==> config.mk <==
export PLATFORM = sky130hd
export DESIGN_NAME = dpath_ctrl
export DESIGN_NICKNAME = d
export VERILOG_FILES = /design/src/rtl/dpc_pkg.sv /design/src/rtl/dpc_regs.sv /design/src/rtl/dpc_seq.sv /design/src/rtl/dpc_fifo_lvl.sv /design/src/rtl/dpc_status.sv /design/src/rtl/dpath_ctrl.sv
export SDC_FILE = /design/constraint.sdc
export NUM_CORES = 1
export LEC_CHECK = 0
export ABC_CLOCK_PERIOD_IN_PS = 3490
export CAP_MARGIN = 20
export CELL_PAD_IN_SITES_DETAIL_PLACEMENT = 1
export CELL_PAD_IN_SITES_GLOBAL_PLACEMENT = 2
export CORE_MARGIN = 2
export CORE_UTILIZATION = 32
export CTS_BUF_LIST = sky130_fd_sc_hd__clkbuf_4
export DETAILED_ROUTE_END_ITERATION = 10
export GPL_TIMING_DRIVEN = 0
export HOLD_SLACK_MARGIN = 0.15
export PLACE_DENSITY = 0.86
export SLEW_MARGIN = 15
export SYNTH_ARGS = -nofsm -noshare
export SYNTH_HDL_FRONTEND = slang
export SYNTH_SLANG_ARGS = --single-unit
==> constraint.sdc <==
create_clock -name clk -period 3.49 [get_ports clk]
set_input_delay 0.698 -clock clk [delete_from_list [all_inputs] [get_ports clk]]
set_output_delay 0.698 -clock clk [all_outputs]
set_load 0.05 [all_outputs]
==> src/rtl/dpc_pkg.sv <==
package dpc_pkg;

    localparam int MAX_LOG2 = 11;
    localparam int BLK_W    = MAX_LOG2 + 1;

    localparam int CTL_EN_BIT   = 0;
    localparam int CTL_RX_BIT   = 1;
    localparam int CTL_CODE_LSB = 4;

    typedef enum logic [1:0] {
        RS_CTRL = 2'd0,
        RS_LEN  = 2'd1,
        RS_TMR  = 2'd2,
        RS_CLR  = 2'd3
    } reg_sel_e;

    typedef enum logic [1:0] {
        ST_IDLE = 2'd0,
        ST_XFER = 2'd1,
        ST_CRCW = 2'd2
    } dp_state_e;

    // last member lands at bit 0
    typedef struct packed {
        logic block_end;
        logic data_end;
        logic overrun;
        logic underrun;
        logic timeout;
        logic crc_fail;
    } dp_evt_t;

    typedef struct packed {
        logic en;
        logic rx;
        logic [3:0] code;
    } ctrl_word_t;

    function automatic logic [BLK_W-1:0] blk_bytes(input logic [3:0] code);
        logic [3:0] c;
        c = (code > 4'(MAX_LOG2)) ? 4'(MAX_LOG2) : code;
        return BLK_W'(1) << c;
    endfunction

endpackage

==> src/rtl/dpc_regs.sv <==
module dpc_regs
    import dpc_pkg::*;
#(
    parameter int LEN_W = 16,
    parameter int TMR_W = 32,
    parameter int STS_W = 6
) (
    input  logic             clk,
    input  logic             rst,
    input  logic             reg_wr,
    input  logic [1:0]       reg_sel,
    input  logic [31:0]      reg_wdata,
    output logic             ctrl_wr,
    output ctrl_word_t       ctrl,
    output logic [LEN_W-1:0] len_q,
    output logic [TMR_W-1:0] tmr_q,
    output logic             clr_wr,
    output logic [STS_W-1:0] clr_mask
);

    reg_sel_e sel;
    assign sel = reg_sel_e'(reg_sel);

    assign ctrl_wr   = reg_wr && (sel == RS_CTRL);
    assign clr_wr    = reg_wr && (sel == RS_CLR);
    assign clr_mask  = reg_wdata[STS_W-1:0];
    assign ctrl.en   = reg_wdata[CTL_EN_BIT];
    assign ctrl.rx   = reg_wdata[CTL_RX_BIT];
    assign ctrl.code = reg_wdata[CTL_CODE_LSB +: 4];

    always_ff @(posedge clk) begin
        if (rst) begin
            len_q <= '0;
            tmr_q <= '0;
        end else if (reg_wr) begin
            if (sel == RS_LEN) len_q <= reg_wdata[LEN_W-1:0];
            if (sel == RS_TMR) tmr_q <= reg_wdata[TMR_W-1:0];
        end
    end

endmodule

==> src/rtl/dpc_seq.sv <==
module dpc_seq
    import dpc_pkg::*;
#(
    parameter int LEN_W = 16,
    parameter int TMR_W = 32
) (
    input  logic             clk,
    input  logic             rst,
    input  logic             ctrl_wr,
    input  ctrl_word_t       ctrl,
    input  logic [LEN_W-1:0] len_q,
    input  logic [TMR_W-1:0] tmr_q,
    input  logic             card_byte,
    input  logic             card_tick,
    input  logic             crc_valid,
    input  logic             crc_ok,
    input  logic             lvl_empty,
    input  logic             lvl_full,
    output dp_evt_t          evt,
    output logic             card_pop,
    output logic             card_push,
    output logic             flush,
    output logic             busy,
    output logic             dir_rx,
    output logic [LEN_W-1:0] remain
);

    dp_state_e        st_q;
    logic [LEN_W-1:0] remain_q;
    logic [BLK_W-1:0] blk_left_q;
    logic [BLK_W-1:0] blk_size_q;
    logic [1:0]       byte_idx_q;
    logic [TMR_W-1:0] tmr_cnt_q;
    logic             dir_rx_q;

    logic xfer, byte_go, last_in_blk, word_first, word_last;
    logic need_pop, need_push, underrun, overrun, timeout;
    logic crc_go, crc_bad, blk_end, start_go, start_zero, tick_go;

    always_comb begin
        xfer        = (st_q == ST_XFER);
        byte_go     = xfer && card_byte && !ctrl_wr;
        last_in_blk = (blk_left_q == BLK_W'(1)) || (remain_q == LEN_W'(1));
        word_first  = (byte_idx_q == 2'd0);
        word_last   = (byte_idx_q == 2'd3) || last_in_blk;
        need_pop    = byte_go && !dir_rx_q && word_first;
        need_push   = byte_go && dir_rx_q && word_last;
        underrun    = need_pop && lvl_empty;
        overrun     = need_push && lvl_full;
        tick_go     = xfer && dir_rx_q && card_tick && !card_byte && !ctrl_wr;
        timeout     = tick_go && (tmr_cnt_q <= TMR_W'(1));
        crc_go      = (st_q == ST_CRCW) && crc_valid && !ctrl_wr;
        crc_bad     = crc_go && !crc_ok;
        blk_end     = byte_go && last_in_blk && !underrun && !overrun;
        start_go    = ctrl_wr && ctrl.en && (len_q != '0);
        start_zero  = ctrl_wr && ctrl.en && (len_q == '0);
    end

    always_comb begin
        evt           = '0;
        evt.crc_fail  = crc_bad;
        evt.timeout   = timeout;
        evt.underrun  = underrun;
        evt.overrun   = overrun;
        evt.block_end = blk_end;
        evt.data_end  = (crc_go && crc_ok && (remain_q == '0)) || start_zero;
    end

    assign card_pop  = need_pop && !lvl_empty;
    assign card_push = need_push && !lvl_full;
    assign flush     = ctrl_wr && ctrl.en;
    assign busy      = (st_q != ST_IDLE);
    assign dir_rx    = dir_rx_q;
    assign remain    = remain_q;

    always_ff @(posedge clk) begin
        if (rst) begin
            st_q       <= ST_IDLE;
            remain_q   <= '0;
            blk_left_q <= '0;
            blk_size_q <= '0;
            byte_idx_q <= '0;
            tmr_cnt_q  <= '0;
            dir_rx_q   <= 1'b0;
        end else if (ctrl_wr) begin
            dir_rx_q   <= ctrl.rx;
            byte_idx_q <= '0;
            tmr_cnt_q  <= tmr_q;
            blk_size_q <= blk_bytes(ctrl.code);
            blk_left_q <= blk_bytes(ctrl.code);
            if (start_go) begin
                st_q     <= ST_XFER;
                remain_q <= len_q;
            end else begin
                st_q <= ST_IDLE;
                if (start_zero) remain_q <= '0;
            end
        end else if (byte_go) begin
            if (underrun || overrun) begin
                st_q <= ST_IDLE;
            end else begin
                remain_q   <= remain_q - LEN_W'(1);
                blk_left_q <= blk_left_q - BLK_W'(1);
                tmr_cnt_q  <= tmr_q;
                byte_idx_q <= last_in_blk ? 2'd0 : byte_idx_q + 2'd1;
                if (last_in_blk) st_q <= ST_CRCW;
            end
        end else if (timeout) begin
            st_q <= ST_IDLE;
        end else if (tick_go) begin
            tmr_cnt_q <= tmr_cnt_q - TMR_W'(1);
        end else if (crc_go) begin
            if (!crc_ok || (remain_q == '0)) begin
                st_q <= ST_IDLE;
            end else begin
                st_q       <= ST_XFER;
                blk_left_q <= blk_size_q;
                byte_idx_q <= '0;
                tmr_cnt_q  <= tmr_q;
            end
        end
    end

    assert_remain_mono_R3: assert property (@(posedge clk) disable iff (rst)
        (st_q != ST_IDLE && !ctrl_wr) |=> (remain_q <= $past(remain_q)));

    assert_crcw_hold_R4: assert property (@(posedge clk) disable iff (rst)
        (st_q == ST_CRCW && !crc_valid && !ctrl_wr) |=> (st_q == ST_CRCW && $stable(remain_q)));

    assert_one_error_R6: assert property (@(posedge clk) disable iff (rst)
        $onehot0({evt.crc_fail, evt.timeout, evt.underrun, evt.overrun}));

    assert_idle_no_move_R3: assert property (@(posedge clk) disable iff (rst)
        (st_q == ST_IDLE && !ctrl_wr) |=> $stable(remain_q));

endmodule

==> src/rtl/dpc_fifo_lvl.sv <==
module dpc_fifo_lvl #(
    parameter int DEPTH = 16,
    parameter int HALF  = 8,
    parameter int LVL_W = $clog2(DEPTH + 1)
) (
    input  logic             clk,
    input  logic             rst,
    input  logic             flush,
    input  logic             busy,
    input  logic             dir_rx,
    input  logic             host_push,
    input  logic             host_pop,
    input  logic             card_pop,
    input  logic             card_push,
    output logic [LVL_W-1:0] level,
    output logic             lvl_empty,
    output logic             lvl_full,
    output logic             tx_half_empty,
    output logic             tx_empty,
    output logic             rx_half_full,
    output logic             rx_avail
);

    localparam logic [LVL_W-1:0] FULL_LVL = LVL_W'(DEPTH);
    localparam logic [LVL_W-1:0] HE_LVL   = LVL_W'(DEPTH - HALF);
    localparam logic [LVL_W-1:0] HF_LVL   = LVL_W'(HALF);

    logic [LVL_W-1:0] level_q;
    logic             host_in, host_out, tx_act;

    assign lvl_empty = (level_q == '0);
    assign lvl_full  = (level_q == FULL_LVL);
    assign host_in   = host_push && !dir_rx && !lvl_full;
    assign host_out  = host_pop && dir_rx && !lvl_empty;
    assign tx_act    = busy && !dir_rx;

    always_ff @(posedge clk) begin
        if (rst || flush) begin
            level_q <= '0;
        end else begin
            level_q <= level_q + LVL_W'(host_in) + LVL_W'(card_push)
                               - LVL_W'(host_out) - LVL_W'(card_pop);
        end
    end

    assign level         = level_q;
    assign tx_half_empty = tx_act && (level_q <= HE_LVL);
    assign tx_empty      = tx_act && lvl_empty;
    assign rx_half_full  = dir_rx && (level_q >= HF_LVL);
    assign rx_avail      = dir_rx && !lvl_empty;

    assert_level_cap_R10: assert property (@(posedge clk) disable iff (rst)
        level_q <= FULL_LVL);

    assert_empty_implies_half_R11: assert property (@(posedge clk) disable iff (rst)
        tx_empty |-> tx_half_empty);

    assert_push_dir_R10: assert property (@(posedge clk) disable iff (rst)
        (!dir_rx && !flush && !card_pop && !host_push) |=> (level_q <= $past(level_q)));

endmodule

==> src/rtl/dpc_status.sv <==
module dpc_status
    import dpc_pkg::*;
#(
    parameter int STS_W = 6
) (
    input  logic             clk,
    input  logic             rst,
    input  dp_evt_t          evt,
    input  logic             clr_wr,
    input  logic [STS_W-1:0] clr_mask,
    output logic [STS_W-1:0] sts
);

    logic [STS_W-1:0] sts_q;
    logic [STS_W-1:0] set_v;
    logic [STS_W-1:0] clr_v;

    assign set_v = STS_W'(evt);
    assign clr_v = clr_wr ? clr_mask : '0;

    always_ff @(posedge clk) begin
        if (rst) sts_q <= '0;
        else     sts_q <= (sts_q & ~clr_v) | set_v;
    end

    assign sts = sts_q;

    assert_clear_R12: assert property (@(posedge clk) disable iff (rst)
        (clr_wr && (set_v == '0)) |=> ((sts_q & $past(clr_mask)) == '0));

endmodule

==> src/rtl/dpath_ctrl.sv <==
module dpath_ctrl
    import dpc_pkg::*;
#(
    parameter int LEN_W = 16,
    parameter int TMR_W = 32,
    parameter int DEPTH = 16,
    parameter int HALF  = 8,
    parameter int STS_W = 6,
    parameter int LVL_W = $clog2(DEPTH + 1)
) (
    input  logic             clk,
    input  logic             rst,
    input  logic             reg_wr,
    input  logic [1:0]       reg_sel,
    input  logic [31:0]      reg_wdata,
    input  logic             host_push,
    input  logic             host_pop,
    input  logic             card_byte,
    input  logic             card_tick,
    input  logic             crc_valid,
    input  logic             crc_ok,
    output logic [STS_W-1:0] sts_flags,
    output logic [LVL_W-1:0] fifo_level,
    output logic [LEN_W-1:0] bytes_left,
    output logic             tx_active,
    output logic             rx_active,
    output logic             tx_half_empty,
    output logic             tx_empty,
    output logic             rx_half_full,
    output logic             rx_avail
);

    logic             ctrl_wr, clr_wr, card_pop, card_push, flush, busy, dir_rx;
    logic             lvl_empty, lvl_full;
    ctrl_word_t       ctrl;
    logic [LEN_W-1:0] len_q;
    logic [TMR_W-1:0] tmr_q;
    logic [STS_W-1:0] clr_mask;
    dp_evt_t          evt;

    dpc_regs #(.LEN_W(LEN_W), .TMR_W(TMR_W), .STS_W(STS_W)) u_regs (
        .clk(clk), .rst(rst), .reg_wr(reg_wr), .reg_sel(reg_sel),
        .reg_wdata(reg_wdata), .ctrl_wr(ctrl_wr), .ctrl(ctrl),
        .len_q(len_q), .tmr_q(tmr_q), .clr_wr(clr_wr), .clr_mask(clr_mask)
    );

    dpc_seq #(.LEN_W(LEN_W), .TMR_W(TMR_W)) u_seq (
        .clk(clk), .rst(rst), .ctrl_wr(ctrl_wr), .ctrl(ctrl),
        .len_q(len_q), .tmr_q(tmr_q), .card_byte(card_byte),
        .card_tick(card_tick), .crc_valid(crc_valid), .crc_ok(crc_ok),
        .lvl_empty(lvl_empty), .lvl_full(lvl_full), .evt(evt),
        .card_pop(card_pop), .card_push(card_push), .flush(flush),
        .busy(busy), .dir_rx(dir_rx), .remain(bytes_left)
    );

    dpc_fifo_lvl #(.DEPTH(DEPTH), .HALF(HALF), .LVL_W(LVL_W)) u_lvl (
        .clk(clk), .rst(rst), .flush(flush), .busy(busy), .dir_rx(dir_rx),
        .host_push(host_push), .host_pop(host_pop), .card_pop(card_pop),
        .card_push(card_push), .level(fifo_level), .lvl_empty(lvl_empty),
        .lvl_full(lvl_full), .tx_half_empty(tx_half_empty),
        .tx_empty(tx_empty), .rx_half_full(rx_half_full), .rx_avail(rx_avail)
    );

    dpc_status #(.STS_W(STS_W)) u_sts (
        .clk(clk), .rst(rst), .evt(evt), .clr_wr(clr_wr),
        .clr_mask(clr_mask), .sts(sts_flags)
    );

    assign tx_active = busy && !dir_rx;
    assign rx_active = busy && dir_rx;

endmodule

==> flow_metrics.py, run 1 <==
metrics = {
    "status": {
        "status": "finished clean",
    },
    "sta": {
        "tns_ns": 0,
        "setup_violations": 0,
        "worst_slew_pin_slew_ns": 0.9068,
        "drv_slew": 0,
        "relSlewSlack": 0.3955,
        "fin_crit_sh": 0.9433,
        "fmax_mhz": 303.7,
        "hold_viol_final": 0,
        "post-route-min-period_ns": 3.292,
        "hold_ws_ns": 0.4689,
        "rsz0062_at_grt": "false",
        "fin_skew_ns": 0.02417,
    },
    "clocking": {
        "cts_tree": "done",
        "cts_hold_buf": 0,
        "cts_root_buf": "clkbuf_4",
        "clock-sinks": 136,
        "clockBufferDepth": 2,
        "clkLatencyLatePin_ns": 0.58,
        "path_clk_slew_ns": 0.13,
        "cts_buffers": 17,
        "htreeDepth": 4,
    },
    "logic_synthesis": {
        "synth_area_leaders": "dfxtp_1 36%, nand2_1 8.5%, a21oi_1 6.9%",
        "synth_area_per_cell_um2": 7.809,
        "synth-main-ff-cell": "dfxtp_1",
        "yosysSeqAreaShare": 0.3580,
        "yosysWarnings": 0,
        "synth.distinct_cells": 81,
        "synth_edf_count": 0,
        "syn_nets": 1036,
        "synth_seq_cells": 136,
        "synthArstFlopShare": 0,
        "synth_area_um2": 7606,
        "synth_top_area_cell": "dfxtp_1",
        "synth_most_common_cell": "nand2_1",
        "synth_common_cells": "172 x nand2_1, 136 x dfxtp_1, 105 x a21oi_1",
        "syn_inst": 974,
        "synth.top_cell.area_share": 0.3580,
    },
    "global_route": {
        "grt_pass1_vias": 7728,
        "gr-total-overflow": 0,
        "grt_max_degree": 17,
        "antenna_found_initial": 1,
        "grt_pass1_wl_um": 43820,
        "grt_usage": 0.2298,
    },
    "pwr": {
        "p_total_mw": 4.110,
        "vdd_drop_max_v": 0.0002712,
        "p_per_area_nw_per_um2": 453.0,
        "leakage_nw": 3.184,
    },
    "worst_setup_path": {
        "end_kind": "flip-flop",
        "path_delay_family": "compound AO/OA/AOI/OAI gates",
        "rr_startpoint": "u_seq.remain[11]",
        "cp-startpoint": "card_byte",
        "critical_path.max_stage_delay_ns": 0.59,
        "crit_chain": "clkdlybuf4s50_1, nand3b_1, nor2_2, o21ai_1, o22ai_4, buf_2, a31oi_1, a211oi_2",
        "worst-path-buf-inv": 2,
        "required_ns": 3.97,
        "start_kind": "input port",
        "r2r.worst_path.cells": 7,
        "crit_type": "in2reg",
        "cp_max_fo": 10,
        "cp_slowest_cell": "clkdlybuf4s50_1",
        "cp.depth": 8,
        "critPathArrivalTime_ns": 3.77,
    },
    "floorplanning": {
        "rows": 56,
        "die_w_um": 158.2,
        "core_um2": 23400,
        "die_h_um": 158.2,
        "dieArea_um2": 25020,
        "ios": 76,
        "start_util": 0.3250,
    },
    "place": {
        "portBuffers": 74,
        "hpwl_um": 20990,
        "gp_congestion": 0.8733,
        "dp.cells": 1367,
    },
    "job": {
        "cap_violations": 0,
    },
    "min_path": {
        "hp-class": "reg2reg",
        "min_path_cells": 2,
        "hold_start": "u_seq.blk_size_q[8]",
    },
    "final_layout": {
        "finalNetCount": 1129,
        "final_core_util": 0.3877,
        "instances_no_fill": 1400,
        "area_growth_syn_to_layout_pct": 19.30,
        "drive_above_1_share": 0.07315,
    },
    "routing": {
        "remaining_drc_errors": 0,
        "first_pass_iters": 5,
        "first_iter_violations": 486,
        "postRouteAntennaNets": 0,
        "wl_um": 28200,
        "avgRoutedWirePerCell_um": 20.14,
        "vias": 7860,
        "vias_per_cell": 5.614,
    },
}
## state kept, by name (all words and copies together) (netlist names)
| register | cells |
|---|---|
| u_regs.tmr_q | 32 |
| u_seq.blk_left_q | 12 |
| u_seq.tmr_cnt_q | 32 |
| u_seq.blk_size_q | 12 |
| u_seq.remain | 16 |
| u_regs.len_q | 16 |
| u_seq.st_q | 2 |
| u_seq.dir_rx | 1 |
| u_lvl.level | 5 |
| u_sts.sts | 6 |
| u_seq.byte_idx_q | 2 |
## logic make-up after synthesis
kind of cell / share of synthesized area
simple gates: 0.2732
flops: 0.3580
xor+xnor: 0.01036
fa+ha+maj: 0.03422
mux: 0.02237
compound gates: 0.2515
buf+inv: 0.05034
## cell usage in the layout (no fill, tap or decap), types with 17 or more instances in the layout
master | netlist | final
inv_1 | 24 | 24
clkbuf_1 | 54 | 53
dfxtp_1 | 136 | 136
nor2_1 | 71 | 71
nand3_1 | 22 | 21
mux2i_1 | 17 | 17
a21oi_1 | 105 | 105
nor3_1 | 31 | 31
nor2b_1 | 21 | 21
a211oi_1 | 19 | 19
clkdlybuf4s50_1 | 0 | 71
nand2_1 | 172 | 172
o21ai_0 | 44 | 44
clkbuf_4 | 0 | 18
## power by group
part           total (mW)  leakage, nW  switching (mW)  internal (mW)
logic                1.24         1.92           0.793          0.445
clock network        1.15        0.157           0.697          0.454
registers            1.72         1.10          0.0889           1.63
total                4.11         3.18            1.58           2.53
## routing by layer
layer / track usage / share of wire
met5: 0 / 0
met4: 0.06735 / 0.016
met3: 0.03504 / 0.050
met2: 0.3729 / 0.46
met1: 0.3157 / 0.47
## worst paths after layout
check | end | slack (ns)
hold reg to reg | u_seq.blk_size_q[8] | 0.47
setup reg to reg | u_seq.tmr_cnt_q[20] | 0.35
setup / recovery | u_seq.tmr_cnt_q[17] | 0.20
hold / removal | u_seq.blk_size_q[8] | 0.47
## tightest hold or removal path: stages (launching register included)
cell	delay (ns)
dfxtp_1	0.33
nand2_1	0.05
a21oi_1	0.05
## area by class of cell
class / count / area (um^2)
inverters: 24 / 90.09
flip-flops and latches: 136 / 2723
clock inverters: 14 / 165.2
diodes: 1 / 2.502
clock buffers: 18 / 135.1
multi-input cells: 749 / 4508
well taps: 319 / 399.1
fillers: 2942 / 14330
plain buffers: 65 / 302.8
repair buffers: 74 / 748.2
## repair_timing
action / in CTS / in global routing
gates resized for setup: 4 / 3
setup buffers: 0 / 0
setup endpoints to repair: 3 / 2
## through the flow
step	setup slack [ns]	area, um^2
floorplan	0.04265	7607
global placement	-0.8219	8747
detailed placement	-0.9103	8747
CTS	0.04180	9064
global route	0.1157	9074
finish	0.1977	9074
(Power assumes the default switching activity.)
==> run 2: changes to the inputs <==
Settings changed: CORE_MARGIN 2 to 3.
==> run 2 against run 1 <==
- critical path depth unchanged
- clock power decreased by 5%
- critical endpoint is now u_seq.tmr_cnt_q[25]
- via count rose by 0.85%
- sequential share of layout area barely moved
- count of clock-buffer cells in the layout fell by 1
- combinational power about the same
- global-route usage fell by 0.79 points
- flip-flop and latch count unchanged
- first-iteration DRC count grew 6.4%
==> flow_metrics.py, run 2 (synthesized netlist as in run 1, its figures left out) <==
metrics = {
    "routing": {
        "first_iter_violations": 517,
        "avgRoutedWirePerCell_um": 20.53,
        "first_pass_iters": 5,
        "vias_per_cell": 5.687,
        "remaining_drc_errors": 0,
        "vias": 7927,
        "wl_um": 28620,
        "postRouteAntennaNets": 0,
    },
    "worst_setup_path": {
        "cp_max_fo": 10,
        "crit_chain": "clkdlybuf4s50_1, nand3b_1, nor2_2, o21ai_1, o22ai_4, buf_2, a31oi_1, a211oi_2",
        "end_kind": "flip-flop",
        "required_ns": 4.00,
        "start_kind": "input port",
        "r2r.worst_path.cells": 7,
        "cp_slowest_cell": "clkdlybuf4s50_1",
        "critPathArrivalTime_ns": 3.88,
        "critical_path.max_stage_delay_ns": 0.60,
        "crit_type": "in2reg",
    },
    "place": {
        "gp_congestion": 0.8557,
        "dp.cells": 1361,
        "hpwl_um": 21150,
        "placed_area_um2": 8740,
        "portBuffers": 74,
    },
    "clocking": {
        "cts_buffers": 17,
        "cts_hold_buf": 0,
        "path_clk_slew_ns": 0.16,
        "clockBufferDepth": 2,
        "cts_tree": "done",
        "cts_root_buf": "clkbuf_4",
        "clkLatencyLatePin_ns": 0.57,
        "htreeDepth": 4,
        "postCtsSetupRepairBufs": 0,
        "clock-sinks": 136,
    },
    "min_path": {
        "hp-class": "reg2reg",
        "min_path_cells": 2,
    },
    "final_layout": {
        "n_fill_cell": 2877,
        "reg_top3": "u_regs.tmr_q: 32 flops, u_seq.tmr_cnt_q: 32 flops",
        "mostFrequentLayoutCell": "nand2_1",
        "layout_common_cells": "172 x nand2_1, 136 x dfxtp_1, 105 x a21oi_1",
        "area_growth_syn_to_layout_pct": 19.20,
        "drive_above_1_share": 0.07500,
        "multi_input_area_um2": 4522,
        "regArea_um2": 2723,
        "instances_no_fill": 1394,
        "finalNetCount": 1129,
        "fin_area_um2": 9066,
    },
    "sta": {
        "hold_viol_final": 0,
        "relSlewSlack": 0.3981,
        "hold_ws_ns": 0.4665,
        "worst_slew_pin_slew_ns": 0.8946,
        "fin_crit_sh": 0.9671,
        "setup_violations": 0,
        "rsz0062_at_grt": "false",
        "drv_slew": 0,
        "fin_skew_ns": 0.02362,
        "fmax_mhz": 296.3,
        "post-route-min-period_ns": 3.375,
    },
    "global_route": {
        "grt_usage": 0.2219,
        "gr-total-overflow": 0,
        "antenna_found_initial": 1,
        "grt_pass1_vias": 8065,
        "grt_pass1_wl_um": 45680,
        "grt_max_degree": 17,
    },
    "job": {
        "cap_violations": 0,
    },
    "pwr": {
        "leakage_nw": 3.178,
        "vdd_drop_max_v": 0.0001761,
        "p_per_area_nw_per_um2": 448.1,
        "p_total_mw": 4.063,
    },
    "floorplanning": {
        "core_um2": 22980,
        "dieArea_um2": 25650,
        "ios": 76,
        "die_w_um": 160.2,
        "rows": 55,
        "start_util": 0.3309,
        "die_h_um": 160.2,
    },
    "status": {
        "status": "finished clean",
    },
}
==> run 2: cell count changes in the layout (fill, tap and decap cells not counted), sizes merged <==
cell / before / now
clkinv: 4 / 5
bufinv: 2 / 0
clkbuf: 72 / 71
inv: 30 / 32
==> run 2: what timing repair did <==
item / in CTS / in global routing
pin swaps: 0 / 0
resized for setup: 5 / 4
endpoints found under the setup margin: 3 / 6
==> run 2: worst paths after layout <==
| check | slack (ns) | endpoint | start |
|---|---|---|---|
| min reg2reg | 0.47 | u_seq.blk_size_q[8] | u_seq.blk_size_q[8] |
| max | 0.11 | u_seq.tmr_cnt_q[25] | card_byte |
| min | 0.47 | u_seq.blk_size_q[8] | u_seq.blk_size_q[8] |
| max reg2reg | 0.40 | u_seq.tmr_cnt_q[25] | u_seq.st_q[1] |
==> run 2: final cells by class <==
type                            count  share of cell area
Multi-Input combinational cell    749              0.4988
Sequential cell                   136              0.3003
Timing Repair Buffer               74             0.08253
Tap cell                          313             0.04320
Buffer                             65             0.03340
Clock inverter                     15             0.01753
Clock buffer                       17             0.01408
Inverter                           24            0.009937
Antenna cell                        1           0.0002760
==> run 2: metal layers <==
layer / routed length (um) / share of wire / GRT usage
met1: 13590 / 0.47 / 0.3067
met5: 0 / 0 / 0
met2: 13290 / 0.46 / 0.3620
met4: 529 / 0.018 / 0.06391
met3: 1221 / 0.043 / 0.02983
==> run 2: metrics by stage <==
| stage | TNS, ns | utilization | worst slack [ns] |
|---|---|---|---|
| 6_report | 0 | 0.3944 | 0.1147 |
| 5_1_grt | 0 | 0.3944 | 0.05330 |
| 4_1_cts | 0 | 0.3937 | 0.07517 |
| 3_5_place_dp | -16.00 | 0.3802 | -0.9612 |
| 3_3_place_gp | -13.47 | 0.3802 | -0.9159 |
| 2_1_floorplan | 0 | - | 0.04265 |
==> run 2: where the power goes <==
part | switching [mW] | leakage [nW] | internal (mW)
clock | 0.759 | 0.150 | 0.328
sequential | 0.0933 | 1.10 | 1.63
combinational | 0.799 | 1.92 | 0.451
total | 1.65 | 3.18 | 2.41
==> run 2: critical path, delay by kind of cell <==
| family | cells | cell delay, ns |
|---|---|---|
| simple gates | 2 | 0.87 |
| compound gates | 4 | 1.35 |
| buf+inv | 2 | 0.95 |
==> run 3: changes to the inputs <==
Settings changed: RECOVER_POWER set to 100.
==> run 3 against run 2 <==
- utilization decreased by 0.38 points
- power fell by 1.0%
- setup slack gained 0.031 ns
- clock power is essentially flat
- final area shrank 0.95%
- global-route usage stayed put
- via count up 0.39%
- critical path depth unchanged
- count of clock-buffer cells in the layout stayed put
- non-clock buffer count is the same
- cell count did not move
- clock skew shrank 0.0027 ns
==> flow_metrics.py, run 3 (synthesized netlist as in run 1, its figures left out) <==
metrics = {
    "status": {
        "status": "finished clean",
    },
    "pwr": {
        "seqPwrFrac": 0.429,
        "switching_share": 0.4056,
        "p_per_area_nw_per_um2": 447.9,
        "leakage_nw": 3.261,
        "power.switching_mw": 1.631,
        "p_int_mw": 2.391,
        "p_comb_frac": 0.303,
        "vdd_drop_max_v": 0.0001752,
        "p_clk_frac": 0.268,
        "p_total_mw": 4.022,
    },
    "sta": {
        "worst_slew_pin_slew_ns": 0.9198,
        "hold_viol_final": 0,
        "hold_ws_ns": 0.4668,
        "setup_violations": 0,
        "post-route-min-period_ns": 3.344,
        "fin_crit_sh": 0.9582,
        "drv_slew": 0,
        "finalWorstSetupSlack_ns": 0.1458,
        "tns_ns": 0,
        "relSlewSlack": 0.3868,
        "rsz0062_at_grt": "false",
        "fin_skew_ns": 0.02094,
        "fmax_mhz": 299.0,
    },
    "place": {
        "gp_congestion": 0.8557,
        "placed_area_um2": 8740,
        "portBuffers": 74,
        "pre_cts_slack_ns": -0.9612,
        "dp.cells": 1361,
        "hpwl_um": 21150,
    },
    "floorplanning": {
        "core_um2": 22980,
        "dieArea_um2": 25650,
        "rows": 55,
        "ios": 76,
        "die_w_um": 160.2,
        "start_util": 0.3309,
        "die_h_um": 160.2,
    },
    "worst_setup_path": {
        "path_delay_family": "compound AO/OA/AOI/OAI gates",
        "critical_path.max_stage_delay_ns": 0.56,
        "end_kind": "flip-flop",
        "worst-path-buf-inv": 2,
        "cp.depth": 8,
        "crit_chain": "clkdlybuf4s50_1, nand3b_1, nor2_2, o21ai_1, o22ai_4, clkbuf_2, a31oi_1, a211oi_1",
        "start_kind": "input port",
        "cp_max_fo": 10,
        "critPathArrivalTime_ns": 3.83,
        "cp_slowest_cell": "nor2_2",
        "crit_type": "in2reg",
        "r2r.worst_path.cells": 7,
        "required_ns": 3.98,
    },
    "global_route": {
        "grt_usage": 0.2219,
        "gr-total-overflow": 0,
        "grt_pass1_wl_um": 45680,
        "grt_pass1_vias": 8065,
        "grt_max_degree": 17,
        "antenna_found_initial": 1,
    },
    "clocking": {
        "cts_root_buf": "clkbuf_4",
        "path_clk_slew_ns": 0.16,
        "clockBufferDepth": 2,
        "cts_tree": "done",
        "htreeDepth": 4,
        "clkLatencyLatePin_ns": 0.56,
        "cts_hold_buf": 0,
        "clock-sinks": 136,
        "cts_buffers": 17,
        "postCtsSetupRepairBufs": 0,
    },
    "final_layout": {
        "mostFrequentLayoutCell": "nand2_1",
        "drive_above_1_share": 0.06667,
        "instances_no_fill": 1394,
        "reg_top3": "u_regs.tmr_q: 32 flops, u_seq.tmr_cnt_q: 32 flops",
        "layout_common_cells": "172 x nand2_1, 136 x dfxtp_1, 105 x a21oi_1",
        "area_growth_syn_to_layout_pct": 18.06,
        "final_core_util": 0.3907,
        "fin_area_um2": 8980,
        "finalNetCount": 1129,
    },
    "routing": {
        "first_pass_iters": 5,
        "vias": 7958,
        "first_iter_violations": 523,
        "vias_per_cell": 5.709,
        "avgRoutedWirePerCell_um": 20.48,
        "postRouteAntennaNets": 0,
        "remaining_drc_errors": 0,
        "wl_um": 28550,
    },
    "min_path": {
        "min_path_cells": 2,
        "hp-class": "reg2reg",
    },
    "job": {
        "cap_violations": 0,
    },
}
[run 3: cell types whose count changed in the layout (fill, tap and decap cells not counted), moves of 2 or more]
cell / previous run / this run
a211oi_1: 19 / 24
a211oi_2: 9 / 4
buf_1: 2 / 0
buf_2: 3 / 1
buf_6: 6 / 3
clkbuf_1: 53 / 56
clkbuf_2: 0 / 5
clkdlybuf4s50_1: 71 / 38
dlygate4sd3_1: 0 / 33
[run 3: cell type report]
class	instances	area, um^2
Clock buffer	17	127.6
Clock inverter	15	158.9
Inverter	24	90.09
Fill cell	2884	14000
Multi-Input combinational cell	749	4463
Tap cell	313	391.6
Sequential cell	136	2723
Timing Repair Buffer	74	739.5
Antenna cell	1	2.502
Buffer	65	284.0
[run 3: power groups by stage]
| stage | Sequential [mW] | Clock, mW | Combinational (mW) |
|---|---|---|---|
| 2_1_floorplan | 1.85 | 0 | 0.722 |
| 3_3_place_gp | 1.76 | 0 | 1.22 |
| 3_5_place_dp | 1.76 | 0 | 1.24 |
| 4_1_cts | 1.72 | 1.11 | 1.24 |
| 5_1_grt | 1.74 | 1.18 | 1.33 |
| 6_report | 1.72 | 1.08 | 1.22 |
[run 3: path summary, 6_finish.rpt]
path,start,endpoint,slack (ns)
min reg2reg,u_seq.blk_size_q[8],u_seq.blk_size_q[8],0.47
max reg2reg,u_seq.tmr_cnt_q[16],u_seq.tmr_cnt_q[17],0.15
min,u_seq.blk_size_q[8],u_seq.blk_size_q[8],0.47
max,card_byte,u_seq.tmr_cnt_q[14],0.15
[run 3: tightest hold or removal path, cell delays in order, from the launching register on]
cell and delay, ns:
dfxtp_1 0.34, nand2_1 0.05, a21oi_1 0.05
[run 3: what timing repair did]
item	CTS	global route
gates resized for setup	5	4
endpoints found under the hold margin	0	0
setup endpoints to repair	3	6
[run 3: metal layers]
| metal | routed length, um | part of all wire | GRT usage | vias to the layer above |
|---|---|---|---|---|
| met3 | 1361 | 0.048 | 0.02983 | 41 |
| met2 | 13250 | 0.46 | 0.3620 | 220 |
| met4 | 528 | 0.018 | 0.06391 | 0 |
| li1 | - | - | - | 3746 |
| met5 | 0 | 0 | 0 | - |
| met1 | 13420 | 0.47 | 0.3067 | 3951 |
